### src/rtl/pcs_pkg.sv
package pcs_pkg;
  typedef enum logic [2:0] {
    SEL_SEQ, SEL_PCL, SEL_JMP, SEL_CALL, SEL_RET, SEL_SWI, SEL_HWI, SEL_RST
  } pc_sel_e;
endpackage

### src/rtl/pcs_arb.sv
module pcs_arb
  import pcs_pkg::*;
(
  input  logic    restart_i,
  input  logic    hw_irq_i,
  input  logic    sw_irq_i,
  input  logic    ret_i,
  input  logic    call_i,
  input  logic    jmp_i,
  input  logic    pcl_wr_i,
  output pc_sel_e sel_o
);
  always_comb begin
    if      (restart_i) sel_o = SEL_RST;
    else if (hw_irq_i)  sel_o = SEL_HWI;
    else if (sw_irq_i)  sel_o = SEL_SWI;
    else if (ret_i)     sel_o = SEL_RET;
    else if (call_i)    sel_o = SEL_CALL;
    else if (jmp_i)     sel_o = SEL_JMP;
    else if (pcl_wr_i)  sel_o = SEL_PCL;
    else                sel_o = SEL_SEQ;
  end
endmodule

### src/rtl/pcs_ret_stack.sv
module pcs_ret_stack #(
  parameter int unsigned W     = 10,
  parameter int unsigned DEPTH = 5
) (
  input  logic         clk_i,
  input  logic         rst_ni,
  input  logic         clr_i,
  input  logic         push_i,
  input  logic         pop_i,
  input  logic [W-1:0] push_data_i,
  output logic [W-1:0] pop_data_o,
  output logic         full_o,
  output logic         empty_o,
  output logic         err_o
);
  localparam int unsigned PW = (DEPTH > 1) ? $clog2(DEPTH) : 1;
  localparam int unsigned CW = $clog2(DEPTH + 1);

  logic [W-1:0]  mem [DEPTH];
  logic [PW-1:0] wp, wp_inc, wp_dec;
  logic [CW-1:0] cnt;

  assign wp_inc  = (wp == PW'(DEPTH - 1)) ? '0 : wp + 1'b1;
  assign wp_dec  = (wp == '0) ? PW'(DEPTH - 1) : wp - 1'b1;
  assign full_o  = (cnt == CW'(DEPTH));
  assign empty_o = (cnt == '0);
  // empty pop: slot at wp is the oldest survivor, pointer stays
  assign pop_data_o = empty_o ? mem[wp] : mem[wp_dec];

  always_ff @(posedge clk_i or negedge rst_ni) begin
    if (!rst_ni) begin
      for (int i = 0; i < int'(DEPTH); i++) mem[i] <= '0;
      wp    <= '0;
      cnt   <= '0;
      err_o <= 1'b0;
    end else if (clr_i) begin
      wp  <= '0;
      cnt <= '0;
    end else if (push_i) begin
      mem[wp] <= push_data_i;
      wp      <= wp_inc;
      if (full_o) err_o <= 1'b1;
      else        cnt   <= cnt + 1'b1;
    end else if (pop_i) begin
      if (empty_o) err_o <= 1'b1;
      else begin
        wp  <= wp_dec;
        cnt <= cnt - 1'b1;
      end
    end
  end

  a_r10_ovf_sets_err: assert property (@(posedge clk_i) disable iff (!rst_ni)
    (push_i && full_o && !clr_i) |=> err_o);
  a_r10_udf_sets_err: assert property (@(posedge clk_i) disable iff (!rst_ni)
    (pop_i && !push_i && empty_o && !clr_i) |=> err_o);
  a_r10_err_sticky: assert property (@(posedge clk_i) disable iff (!rst_ni)
    err_o |=> err_o);
  a_r9_flags_excl: assert property (@(posedge clk_i) disable iff (!rst_ni)
    !(full_o && empty_o));
  a_r9_cnt_bound: assert property (@(posedge clk_i) disable iff (!rst_ni)
    cnt <= CW'(DEPTH));
endmodule

### src/rtl/pcs_hibuf.sv
module pcs_hibuf #(
  parameter int unsigned KEEP_W = 2,
  parameter int unsigned REG_W  = 8
) (
  input  logic              clk_i,
  input  logic              rst_ni,
  input  logic              clr_i,
  input  logic              wr_i,
  input  logic [KEEP_W-1:0] wdata_i,
  output logic [KEEP_W-1:0] hi_o,
  output logic [REG_W-1:0]  rdata_o
);
  always_ff @(posedge clk_i or negedge rst_ni) begin
    if (!rst_ni)     hi_o <= '0;
    else if (clr_i)  hi_o <= '0;
    else if (wr_i)   hi_o <= wdata_i;
  end

  assign rdata_o = {{(REG_W - KEEP_W){1'b0}}, hi_o};

  a_r6_hold_no_wr: assert property (@(posedge clk_i) disable iff (!rst_ni)
    (!wr_i && !clr_i) |=> $stable(hi_o));
endmodule

### src/rtl/pc_seq_stack.sv
module pc_seq_stack
  import pcs_pkg::*;
#(
  parameter int unsigned PC_W    = 10,
  parameter int unsigned LO_W    = 8,
  parameter int unsigned DEPTH   = 5,
  parameter logic [9:0]  RST_VEC = 10'h3FF,
  parameter logic [9:0]  HWI_VEC = 10'h008,
  parameter logic [9:0]  SWI_VEC = 10'h002
) (
  input  logic              clk_i,
  input  logic              rst_ni,
  input  logic              restart_i,
  input  logic              hw_irq_i,
  input  logic              sw_irq_i,
  input  logic              ret_i,
  input  logic              call_i,
  input  logic              jmp_i,
  input  logic [PC_W-1:0]   tgt_i,
  input  logic              pcl_wr_i,
  input  logic [LO_W-1:0]   pcl_data_i,
  input  logic              buf_wr_i,
  input  logic [PC_W-LO_W-1:0] buf_wdata_i,
  output logic [LO_W-1:0]   buf_rdata_o,
  output logic [PC_W-1:0]   pc_o,
  output logic              stk_full_o,
  output logic              stk_empty_o,
  output logic              stk_err_o
);
  localparam int unsigned HI_W = PC_W - LO_W;

  pc_sel_e         sel;
  logic [PC_W-1:0] pc_q, pc_d, pc_inc, pop_data;
  logic [HI_W-1:0] hi_buf;
  logic            push, pop, rst_sel;

  pcs_arb u_arb (
    .restart_i (restart_i), .hw_irq_i (hw_irq_i), .sw_irq_i (sw_irq_i),
    .ret_i     (ret_i),     .call_i   (call_i),   .jmp_i    (jmp_i),
    .pcl_wr_i  (pcl_wr_i),  .sel_o    (sel)
  );

  assign pc_inc  = pc_q + 1'b1;
  assign rst_sel = (sel == SEL_RST);
  assign push    = (sel == SEL_CALL) || (sel == SEL_HWI) || (sel == SEL_SWI);
  assign pop     = (sel == SEL_RET);

  pcs_ret_stack #(.W(PC_W), .DEPTH(DEPTH)) u_stack (
    .clk_i (clk_i), .rst_ni (rst_ni), .clr_i (rst_sel),
    .push_i (push), .pop_i (pop), .push_data_i (pc_inc),
    .pop_data_o (pop_data), .full_o (stk_full_o), .empty_o (stk_empty_o),
    .err_o (stk_err_o)
  );

  pcs_hibuf #(.KEEP_W(HI_W), .REG_W(LO_W)) u_hibuf (
    .clk_i (clk_i), .rst_ni (rst_ni), .clr_i (rst_sel), .wr_i (buf_wr_i),
    .wdata_i (buf_wdata_i), .hi_o (hi_buf), .rdata_o (buf_rdata_o)
  );

  always_comb begin
    unique case (sel)
      SEL_RST:  pc_d = PC_W'(RST_VEC);
      SEL_HWI:  pc_d = PC_W'(HWI_VEC);
      SEL_SWI:  pc_d = PC_W'(SWI_VEC);
      SEL_RET:  pc_d = pop_data;
      SEL_CALL: pc_d = tgt_i;
      SEL_JMP:  pc_d = tgt_i;
      SEL_PCL:  pc_d = {hi_buf, pcl_data_i};
      default:  pc_d = pc_inc;
    endcase
  end

  always_ff @(posedge clk_i or negedge rst_ni) begin
    if (!rst_ni) pc_q <= PC_W'(RST_VEC);
    else         pc_q <= pc_d;
  end

  assign pc_o = pc_q;

  a_r1_restart_vec: assert property (@(posedge clk_i) disable iff (!rst_ni)
    restart_i |=> (pc_o == PC_W'(RST_VEC)) && stk_empty_o);
  a_r7_hw_vec: assert property (@(posedge clk_i) disable iff (!rst_ni)
    (hw_irq_i && !restart_i) |=> (pc_o == PC_W'(HWI_VEC)));
  a_r3_jump_keeps_buf: assert property (@(posedge clk_i) disable iff (!rst_ni)
    (jmp_i && !restart_i && !buf_wr_i) |=> $stable(buf_rdata_o));
  a_r2_seq_step: assert property (@(posedge clk_i) disable iff (!rst_ni)
    !(restart_i || hw_irq_i || sw_irq_i || ret_i || call_i || jmp_i || pcl_wr_i)
    |=> (pc_o == $past(pc_o) + 1'b1));
  a_r4_call_push: assert property (@(posedge clk_i) disable iff (!rst_ni)
    (call_i && !restart_i && !hw_irq_i && !sw_irq_i && !ret_i)
    |=> (pc_o == $past(tgt_i)) && !stk_empty_o);
endmodule

### config.mk
export PLATFORM = sky130hd
export DESIGN_NAME = pc_seq_stack
export DESIGN_NICKNAME = d
export VERILOG_FILES = /design/src/rtl/pcs_pkg.sv /design/src/rtl/pcs_arb.sv /design/src/rtl/pcs_ret_stack.sv /design/src/rtl/pcs_hibuf.sv /design/src/rtl/pc_seq_stack.sv
export SDC_FILE = /design/constraint.sdc
export NUM_CORES = 1
export LEC_CHECK = 0
export BUFFER_PORTS_ARGS = -buffer_cell sky130_fd_sc_hd__buf_2
export CAP_MARGIN = 20
export CORE_MARGIN = 2
export CORE_UTILIZATION = 54
export DETAILED_ROUTE_END_ITERATION = 6
export PLACE_DENSITY = 0.77
export REMOVE_ABC_BUFFERS = 1
export SYNTH_ARGS = -nofsm -noshare
export SYNTH_HDL_FRONTEND = slang
export SYNTH_HIERARCHICAL = 1
export SYNTH_SLANG_ARGS = --single-unit
export TNS_END_PERCENT = 10
### constraint.sdc
create_clock -name clk_i -period 2.5 [get_ports clk_i]
set_clock_uncertainty 0.15 [all_clocks]
set_input_delay 0.5 -clock clk_i [delete_from_list [all_inputs] [get_ports clk_i]]
set_output_delay 0.5 -clock clk_i [all_outputs]
set_load 0.01 [all_outputs]
After elaboration in Yosys (flattened, before gate mapping):

Index checks and enable logic that the tools add are counted.
Widths: inputs -> output; s select.

* bits in registers: 69
* bits in latches: 0
* RAM bits: 0
* ROM bits: 0
* output and inout port bits: 21
* logic and storage cells: 82
* memories kept: 0

* add/subtract/negate cells: 5
* $mul: 0
* divide/modulo/power cells: 0
* $lt $le $gt $ge: 3
* equality and inequality tests: 12
* shift operators: 0
* muxes and demuxes: 35
* bitwise logic cells: 3
* reduce and logical (&&, ||, !) cells: 14

Operator list (count)
* $bmux 10 s3: 2
* $mux 10: 6
* $pmux 10 s6: 1
* $mux 3: 17
* $bwmux 50: 1
* $demux 10 s3: 1
* $eq 3x3->1 const B: 6
* $add 10x1->10 const B: 1
* $ge 4x4->1 const B: 2
* $not 3->4: 2
* $add 3x1->3 const B: 2
* $eq 3x2->1 const B: 2
* $logic_not 3->1: 2
* $reduce_bool 2->1: 3
* $sub 3x1->3 const B: 2
* $mux 1: 5
* $lt 4x1->1 const B: 1
* $mux 2: 2
* $reduce_and 2->1: 2
* $reduce_and 4->1: 1
* $eq 3x1->1 const B: 1
* $ne 3x2->1 const B: 1
* $ne 3x3->1 const B: 1
* $reduce_and 3->1: 1
* other kinds (6): 7

Depth between registers and ports, before layout:

Gate-level depths: netlist (run 1).

* depth after elaboration: 12
* gate-level depth with buffers: 14
* gate-level depth less buffers: 11

Hierarchy:

The synthesis (run 1) kept the hierarchy.

Modules (own cells, without submodules)
* pcs_ret_stack: instances 1, cells an instance 316, area an instance 3528.4 um2, sequential area each 1426.4 um2
* pc_seq_stack: instances 1, cells an instance 104, area an instance 838.3 um2, sequential area each 262.8 um2
* pcs_hibuf: instances 1, cells an instance 15, area an instance 141.4 um2, sequential area each 50.0 um2
* pcs_arb: instances 1, cells an instance 10, area an instance 45.0 um2, sequential area each 0.0 um2

Worst setup path before layout (run 1):

Ideal clock, no wire load.

* kind: input -> register
* start: in jmp_i
* end: reg u_stack/mem[30] (netlist name)
* setup time: 125 ps
* arrival time: 2887 ps
* path slack: -662 ps
* stages on the path: 12
* buffers on the path: 3
* path through: clkinv_1 > a21oi_1 > o31ai_1 > buf_2 > nand2_1 > clkbuf_1 > o21ai_0 > nor2b_4 > and2b_4 > and3_4 > buf_8 > mux2_4

* longest elaborated chain between the ends: 10
* elaborated cells on any way between the ends: 14

RTL lines
* start: declaration: RTL line pc_seq_stack.sv:18 `input logic jmp_i,`
* $mux 3 (*): RTL line pcs_arb.sv:19 `else if (jmp_i) sel_o = SEL_JMP;`
* $mux 3 (*): RTL line pcs_arb.sv:18 `else if (call_i) sel_o = SEL_CALL;`
* $mux 3 (*): RTL line pcs_arb.sv:17 `else if (ret_i) sel_o = SEL_RET;`
* $mux 3 (*): RTL line pcs_arb.sv:16 `else if (sw_irq_i) sel_o = SEL_SWI;`
* $mux 3 (*): RTL line pcs_arb.sv:15 `else if (hw_irq_i) sel_o = SEL_HWI;`
* $mux 3 (*): RTL line pcs_arb.sv:14 `if (restart_i) sel_o = SEL_RST;`
* net sel[0]: RTL line pc_seq_stack.sv:32 `pc_sel_e sel;`
* $eq 3x2->1 or $eq 3x3->1 (tied branches): RTL line pc_seq_stack.sv:45 `assign push = (sel == SEL_CALL) || (sel == SEL_HWI) || (sel == SEL_SWI);`
* $logic_or 1x1->1: RTL line pc_seq_stack.sv:45
* $logic_or 1x1->1 (*): RTL line pc_seq_stack.sv:45
* net push: RTL line pc_seq_stack.sv:35 `logic push, pop, rst_sel;`
* $reduce_and 2->1 (no source line) (*)
* end signal: indexed assignment: RTL line pcs_ret_stack.sv:40 `mem[wp] <= push_data_i;`
* end: declaration: RTL line pcs_ret_stack.sv:19 `logic [W-1:0] mem [DEPTH];`

The timed path passes the listed nets; every way through them passes the cells marked *.
A chain may end at the register's enable or synchronous reset.

Worst setup path after layout (run 1):

* start: reg u_stack.wp[0]
* end: reg pc_q[4] (netlist: pc_o[4])

* longest elaborated chain between the ends: 8
* elaborated cells on any way between the ends: 13

RTL lines
* start: declaration: RTL line pcs_ret_stack.sv:20 `logic [PW-1:0] wp, wp_inc, wp_dec;`
* start signal: assignment: RTL line pcs_ret_stack.sv:41 `wp <= wp_inc;`
* start signal: assignment: RTL line pcs_ret_stack.sv:47 `wp <= wp_dec;`
* $sub 3x1->3 or $logic_not 3->1 (tied branches): RTL line pcs_ret_stack.sv:24 `assign wp_dec = (wp == '0) ? PW'(DEPTH - 1) : wp - 1'b1;`
* $mux 3: RTL line pcs_ret_stack.sv:24
* $not 3->4 (not written as such): RTL line pcs_ret_stack.sv:28 `assign pop_data_o = empty_o ? mem[wp] : mem[wp_dec];`
* $bmux 10 s3: RTL line pcs_ret_stack.sv:28
* $mux 10 (not written as such) (2 in a row): RTL line pcs_ret_stack.sv:28
* $mux 10 (*): RTL line pcs_ret_stack.sv:28
* net pop_data[4]: RTL line pc_seq_stack.sv:33 `logic [PC_W-1:0] pc_q, pc_d, pc_inc, pop_data;`
* $pmux 10 s6 (*): RTL line pc_seq_stack.sv:61 `unique case (sel)`
* net pc_d[4]: RTL line pc_seq_stack.sv:33
* end signal: assignment: RTL line pc_seq_stack.sv:74 `if (!rst_ni) pc_q <= PC_W'(RST_VEC);`
* end signal: assignment: RTL line pc_seq_stack.sv:75 `else pc_q <= pc_d;`
* end: declaration: RTL line pc_seq_stack.sv:33

The timed path passes the listed nets; every way through them passes the cells marked *. The select of a mux whose other input is x is not followed.

==> results of run 1 <==
routing by layer:
| metal | GRT usage [%] | vias up | share of wire [%] |
|---|---|---|---|
| met5 | 0 | - | 0 |
| met4 | 11.2 | 0 | 3.3 |
| met3 | 5.79 | 46 | 7.6 |
| met2 | 40.2 | 233 | 46 |
| met1 | 36.2 | 1918 | 43 |
| li1 | - | 1785 | - |
Yosys cell counts, types with 4 or more instances:
cell / count
o211a_1: 6
inv_1: 11
mux2_2: 42
a21oi_1: 30
a31oi_1: 7
dfrtp_1: 59
buf_4: 12
a211oi_1: 10
ha_1: 4
dfstp_2: 10
clkbuf_1: 10
nand3_1: 9
xnor2_1: 6
mux2i_1: 27
o22ai_1: 6
nor2b_1: 7
nor2_1: 31
buf_2: 9
mux2_4: 10
nand2b_1: 5
o21ai_0: 27
nand2_1: 23
a21boi_0: 14
nand3b_1: 6
power by group:
part	switching, mW	internal [mW]	leakage, nW
combinational	1.03	1.06	1.50
clock	0.431	0.461	0.100
sequential	0.350	1.49	0.862
kinds of logic (layout without fill, tap and decap cells):
kind of cell,count (synthesis),in the layout,synth area share (%)
muxes,82,82,21.1
adders and majority gates,5,5,1.54
xor gates and xnor gates,10,10,2.09
DFF,69,69,38.2
AOI/OAI and AO/OA,124,124,18.0
buffers and inverters,51,131,6.24
and+or+nand+nor,103,105,12.8
other,1,6,0.0824
through the flow:
step | setup WS [ns] | instances | power (mW) | setup TNS [ns]
finish | 0.0150 | 637 | 4.82 | 0
global route | -0.0261 | 637 | 5.08 | -0.0800
CTS | -0.0246 | 628 | 4.59 | -0.0246
detailed placement | -0.411 | 611 | 3.69 | -17.27
global placement | -0.329 | 611 | 3.61 | -13.39
floorplan | -1.57 | 414 | 3.02 | -89.69
flip-flops by register name, indices dropped and copies added (netlist names):
register and flops:
pc_o 10, u_hibuf/hi_o 2, u_stack/cnt 3, u_stack/err_o 1, u_stack/mem 50, u_stack/wp 3
cell usage in the layout (no fill, tap or decap), types with 3 or more instances in the layout:
cell / count
dfstp_2: 10
clkbuf_8: 9
nand3_1: 9
mux2i_1: 27
nand3_4: 4
xor2_1: 3
a221o_1: 3
buf_12: 5
nand2_1: 23
xnor2_1: 5
nor2_1: 30
a211oi_1: 9
nor2b_1: 7
o21ai_0: 24
mux2_2: 41
dfrtp_1: 57
buf_4: 47
o22ai_1: 5
nand3b_1: 6
inv_1: 10
a21boi_0: 14
mux2_4: 11
a31oi_1: 7
nand2b_1: 5
clkinv_2: 4
mux4_2: 3
o211a_1: 6
buf_2: 44
conb_1: 6
a21oi_1: 29
o31ai_1: 3
critical path, stage by stage (launching register included):
cell,delay (ns)
dfrtp_2,0.50
inv_4,0.11
buf_4,0.13
ha_4,0.18
nor3_2,0.07
a21o_2,0.30
a211oi_1,0.30
a211oi_1,0.10
nand2b_1,0.16
a221o_1,0.29
o211a_1,0.13
cell type report:
type	count	area share (%)
Clock buffer	10	2.31
Clock inverter	6	1.13
Inverter	15	1.09
Multi-Input combinational cell	332	48.2
Sequential cell	69	31.5
Tap cell	105	2.37
Timing Repair Buffer	100	13.5
timing repair:
action,in CTS,in global routing
setup endpoints to repair,30,41
setup buffers,0,5
hold buffers,1,0
gates resized for setup,5,28
pin swaps,0,2
endpoints found under the hold margin,12,0
gates cloned,0,4
worst min path at each step:
stage                     slack (ns)  depth (start not counted)                           to
after floorplan                 0.05                          0  u_hibuf/hi_o[0]$_DFFE_PN0P_
after detailed placement        0.32                          1    u_stack/err_o$_DFFE_PN0P_
after CTS                       0.24                          3            pc_o[0]$_DFF_PN1_
final                           0.25                          3  u_hibuf/hi_o[1]$_DFFE_PN0P_
after global routing            0.27                          3  u_hibuf/hi_o[0]$_DFFE_PN0P_
after global placement          0.31                          1    u_stack/err_o$_DFFE_PN0P_
==> impl_metrics.ini, run 1 <==
[outcome]
outcome = completed

[die]
boundaryPins = 51
core-area_mm2 = 0.00818
rows = 33
dieWidth_um = 95.8
die_h_um = 95.8
dieArea_mm2 = 0.00918
start_util_pct = 55.7

[grt]
antenna_found_initial = 0
first_global_vias = 3733
grt_pass1_wl_mm = 18.6
overflow = 0
grtUsageTotal_pct = 26.3
grt_max_degree = 29

[timing]
final.period_utilization_pct = 99.4
fin_hold_ws_ns = 0.248
period_minus_slack_ns = 2.48
setup-violations-final = 0
relSlewSlack_pct = 49.5
finalHoldViolCount = 0
tightest_slew_ns = 0.751
timing.fmax_mhz = 402
slew_violations = 0

[synthesis]
ys_top_cells_by_area = dfrtp_1, mux2_2, mux2i_1
yosysTopAreaCellShare_pct = 32.4
synth.largest_area_cell = dfrtp_1
synth_edf_count = 0
post_synth.cell_area_avg_um2 = 10.2
syn_inst = 445
ys_warn_count = 6
ys_seq_elements = 69
ys.flop_type = dfrtp_1
ys_seq_area_share_pct = 38.2
async_flop_share_pct = 100
synth_cell_types = 66
synthesis.area_mm2 = 0.00455

[cts]
cts_buffers = 9
cts_root_buf = clkbuf_8
cts_tree = done
cts.clk_slew.worst_paths_ns = 0.07
cts_max_level = 3
clk_path_buf_depth = 2
clkSinkCount = 69
clock_latency_ns = 0.35

[cells_and_area]
drive_gt1_share_pct = 40.2
antenna_cells = 0
regArea_mm2 = 0.00174
final_util_pct = 67.7
final_area_mm2 = 0.00553
area_growth_pct = 21.5
multi_input_area_mm2 = 0.00267
fin_nets = 562
nFillCells = 597

[drt]
vias = 3982
remaining_drc_errors = 0
first_pass_iters = 7
drt_iter0_drc = 553
routed_wl_mm = 12.2
wl_per_cell_um = 19.1
ant_nets = 0
via_per_inst = 6.25

[setup_path]
worst_ep_required_time_ns = 2.63
r2r_slack_ns = 0.02
startpoint = u_stack/wp[0]$_DFFE_PN0P_
critical_path_class = reg2reg
cp_max_fo = 8
r2r_end = pc_o[4]$_DFF_PN1_
crit_end = pc_o[4]$_DFF_PN1_
arrival_ns = 2.61
crit_path_end_kind = flip-flop
worstRegToRegCells = 10
rr_startpoint = u_stack/wp[0]$_DFFE_PN0P_
start_kind = flip-flop

[flow_run]
timing.max_cap.violations = 0

[placed_design]
port-buffer-count = 44
place_congestion = 0.906
dp_hpwl_mm = 8.50
post_dp_cell_area_mm2 = 0.00508

[hold_path]
min_from = buf_wdata_i[1]
worstHoldPathType = in2reg

[pwr]
leakage_nw = 2.46
power.density_mw_per_mm2 = 872
ir_worst_vdd_mv = 0.405
No activity file was read; power rests on OpenSTA's default activity.
==> run 2, diff against run 1 <==
--- a/config.mk
+++ b/config.mk
@@ -7,10 +7,11 @@
 export LEC_CHECK = 0
 export BUFFER_PORTS_ARGS = -buffer_cell sky130_fd_sc_hd__buf_2
 export CAP_MARGIN = 20
-export CORE_MARGIN = 2
-export CORE_UTILIZATION = 54
+export CELL_PAD_IN_SITES_DETAIL_PLACEMENT = 0
+export CELL_PAD_IN_SITES_GLOBAL_PLACEMENT = 2
+export CORE_UTILIZATION = 35
 export DETAILED_ROUTE_END_ITERATION = 6
-export PLACE_DENSITY = 0.77
+export PLACE_DENSITY_LB_ADDON = 0.1
 export REMOVE_ABC_BUFFERS = 1
 export SYNTH_ARGS = -nofsm -noshare
 export SYNTH_HDL_FRONTEND = slang
==> run 2 against run 1 <==
  * Non-clock buffer count is 14 higher
  * Global-route usage is 4.8 points lower
  * Clock power is 57% higher
  * Core utilization is 22 points lower
  * Worst setup slack better by 0.018 ns
==> impl_metrics.ini, run 2 (synthesized netlist as in run 1, its figures left out) <==
[outcome]
outcome = completed

[drt]
vias = 3787
first_pass_iters = 5
remaining_drc_errors = 0
routed_wl_mm = 13.6
drt_iter0_drc = 192
ant_nets = 0
wl_per_cell_um = 19.0
via_per_inst = 5.28

[cts]
clk_path_buf_depth = 2
cts_max_level = 3
clock_latency_ns = 0.34
ctsHoldBuffers = 0
cts.clk_slew.worst_paths_ns = 0.06
cts_buffers = 9
cts_root_buf = clkbuf_16
cts_tree = done
clkSinkCount = 69

[setup_path]
start_kind = flip-flop
cp_max_fo = 9
worst_ep_required_time_ns = 2.60
path_cells = buf_8, mux4_2, nor2b_1, a311oi_1, a21oi_1, buf_4, nand2_1, o21ai_0, a221oi_1, a31oi_1
cp_top_family = compound AO/OA/AOI/OAI gates
arrival_ns = 2.57
max_stage_delay_ns = 0.50
cp_num_buf_inv = 2
slowest_stage = mux4_2
crit_path_end_kind = flip-flop
critical_path_class = reg2reg

[cells_and_area]
area_growth_pct = 27.5
fin_nets = 575
nFillCells = 1279
drive_gt1_share_pct = 43.1
mostFrequentLayoutCells = buf_4, dfrtp_1, buf_2, mux2_2, a21oi_1
largest_register_ff_count = 50
top_register = u_stack/mem
final_util_pct = 45.8
antenna_cells = 0
final_common_cell = buf_4

[placed_design]
port-buffer-count = 44
dp_hpwl_mm = 9.76
place_congestion = 0.782

[die]
boundaryPins = 51
start_util_pct = 35.9
dieArea_mm2 = 0.0135
rows = 41
dieWidth_um = 116
die_h_um = 116
core-area_mm2 = 0.0127

[grt]
grt_pass1_wl_mm = 21.0
overflow = 0
antenna_found_initial = 0
grt_max_degree = 70
grtUsageTotal_pct = 21.5
first_global_vias = 3757

[hold_path]
worstHoldPathType = in2async

[pwr]
clockPowerShare_pct = 25.8
p_sw_share_pct = 35.0
fin_total_pwr_mw = 5.45
pwr-share-comb_pct = 41.4
switching_power_mw = 1.91
power.density_mw_per_mm2 = 940
leakage_nw = 2.57
p_seq_share_pct = 32.8
intPower_mw = 3.55
ir_worst_vdd_mv = 0.336

[timing]
rsz0062_at_grt = true
slew_violations = 0
setup-violations-final = 0
relSlewSlack_pct = 60.1
period_minus_slack_ns = 2.47
timing.fmax_mhz = 405
finalHoldViolCount = 0
tightest_slew_ns = 0.594
final.period_utilization_pct = 98.7

[flow_run]
timing.max_cap.violations = 0
==> run 2: power groups by stage <==
stage	combinational (mW)	clock [mW]	sequential, mW
4_1_cts	2.15	1.44	1.78
3_3_place_gp	2.10	0	1.79
5_1_grt	2.46	1.48	1.84
2_1_floorplan	1.25	0	1.77
6_report	2.26	1.40	1.79
3_5_place_dp	2.11	0	1.80
==> run 2: path summary, 6_finish.rpt <==
| path | from | to | slack, ns | depth (start not counted) |
|---|---|---|---|---|
| hold / removal | rst_ni | u_stack/wp[1]$_DFFE_PN0P_ | 0.03 | 2 |
| min in group clk_i | tgt_i[0] | pc_o[0]$_DFF_PN1_ | 0.25 | 3 |
| max in group asynchronous | rst_ni | pc_o[9]$_DFF_PN1_ | 1.81 | 2 |
| setup / recovery | u_stack/wp[0]$_DFFE_PN0P_ | pc_o[0]$_DFF_PN1_ | 0.03 | 10 |
| hold reg to reg | u_stack/err_o$_DFFE_PN0P_ | u_stack/err_o$_DFFE_PN0P_ | 0.32 | 1 |
| setup reg to reg | u_stack/wp[0]$_DFFE_PN0P_ | pc_o[0]$_DFF_PN1_ | 0.03 | 10 |
==> run 2: final cells by class <==
type                            instances  area (um^2)  area share, %
Clock buffer                            9          225           3.88
Clock inverter                          7         98.8           1.70
Inverter                               15         57.6          0.992
Multi-Input combinational cell        331         2690           46.3
Sequential cell                        69         1740           30.0
Tap cell                              172          215           3.71
Timing Repair Buffer                  114          778           13.4
==> run 2: per-stage QoR <==
| stage | area [um^2] | setup WS, ns | instances | setup TNS (ns) | hold WS [ns] |
|---|---|---|---|---|---|
| floorplan | 4350 | -1.57 | 414 | -89.69 | 0.0544 |
| global placement | 5300 | -0.270 | 696 | -10.51 | 0.305 |
| detailed placement | 5300 | -0.356 | 696 | -13.61 | 0.308 |
| CTS | 5670 | -0.00909 | 713 | -0.0159 | 0.0583 |
| global route | 5800 | -0.0737 | 717 | -0.238 | 0.0713 |
| finish | 5800 | 0.0331 | 717 | 0 | 0.0329 |
==> run 2: timing repair <==
action                     4_1_cts  5_1_grt
pin swaps                        1       11
cloned                           0        1
setup endpoints to repair        8       32
setup buffers                    1        3
gates resized for setup         12       32
==> run 2: routing by layer <==
layer  part of all wire (%)  global-route usage [%]
met5                      0                       0
met4                    1.8                    7.44
met3                    3.2                    3.14
met2                     46                    34.2
met1                     49                    29.7
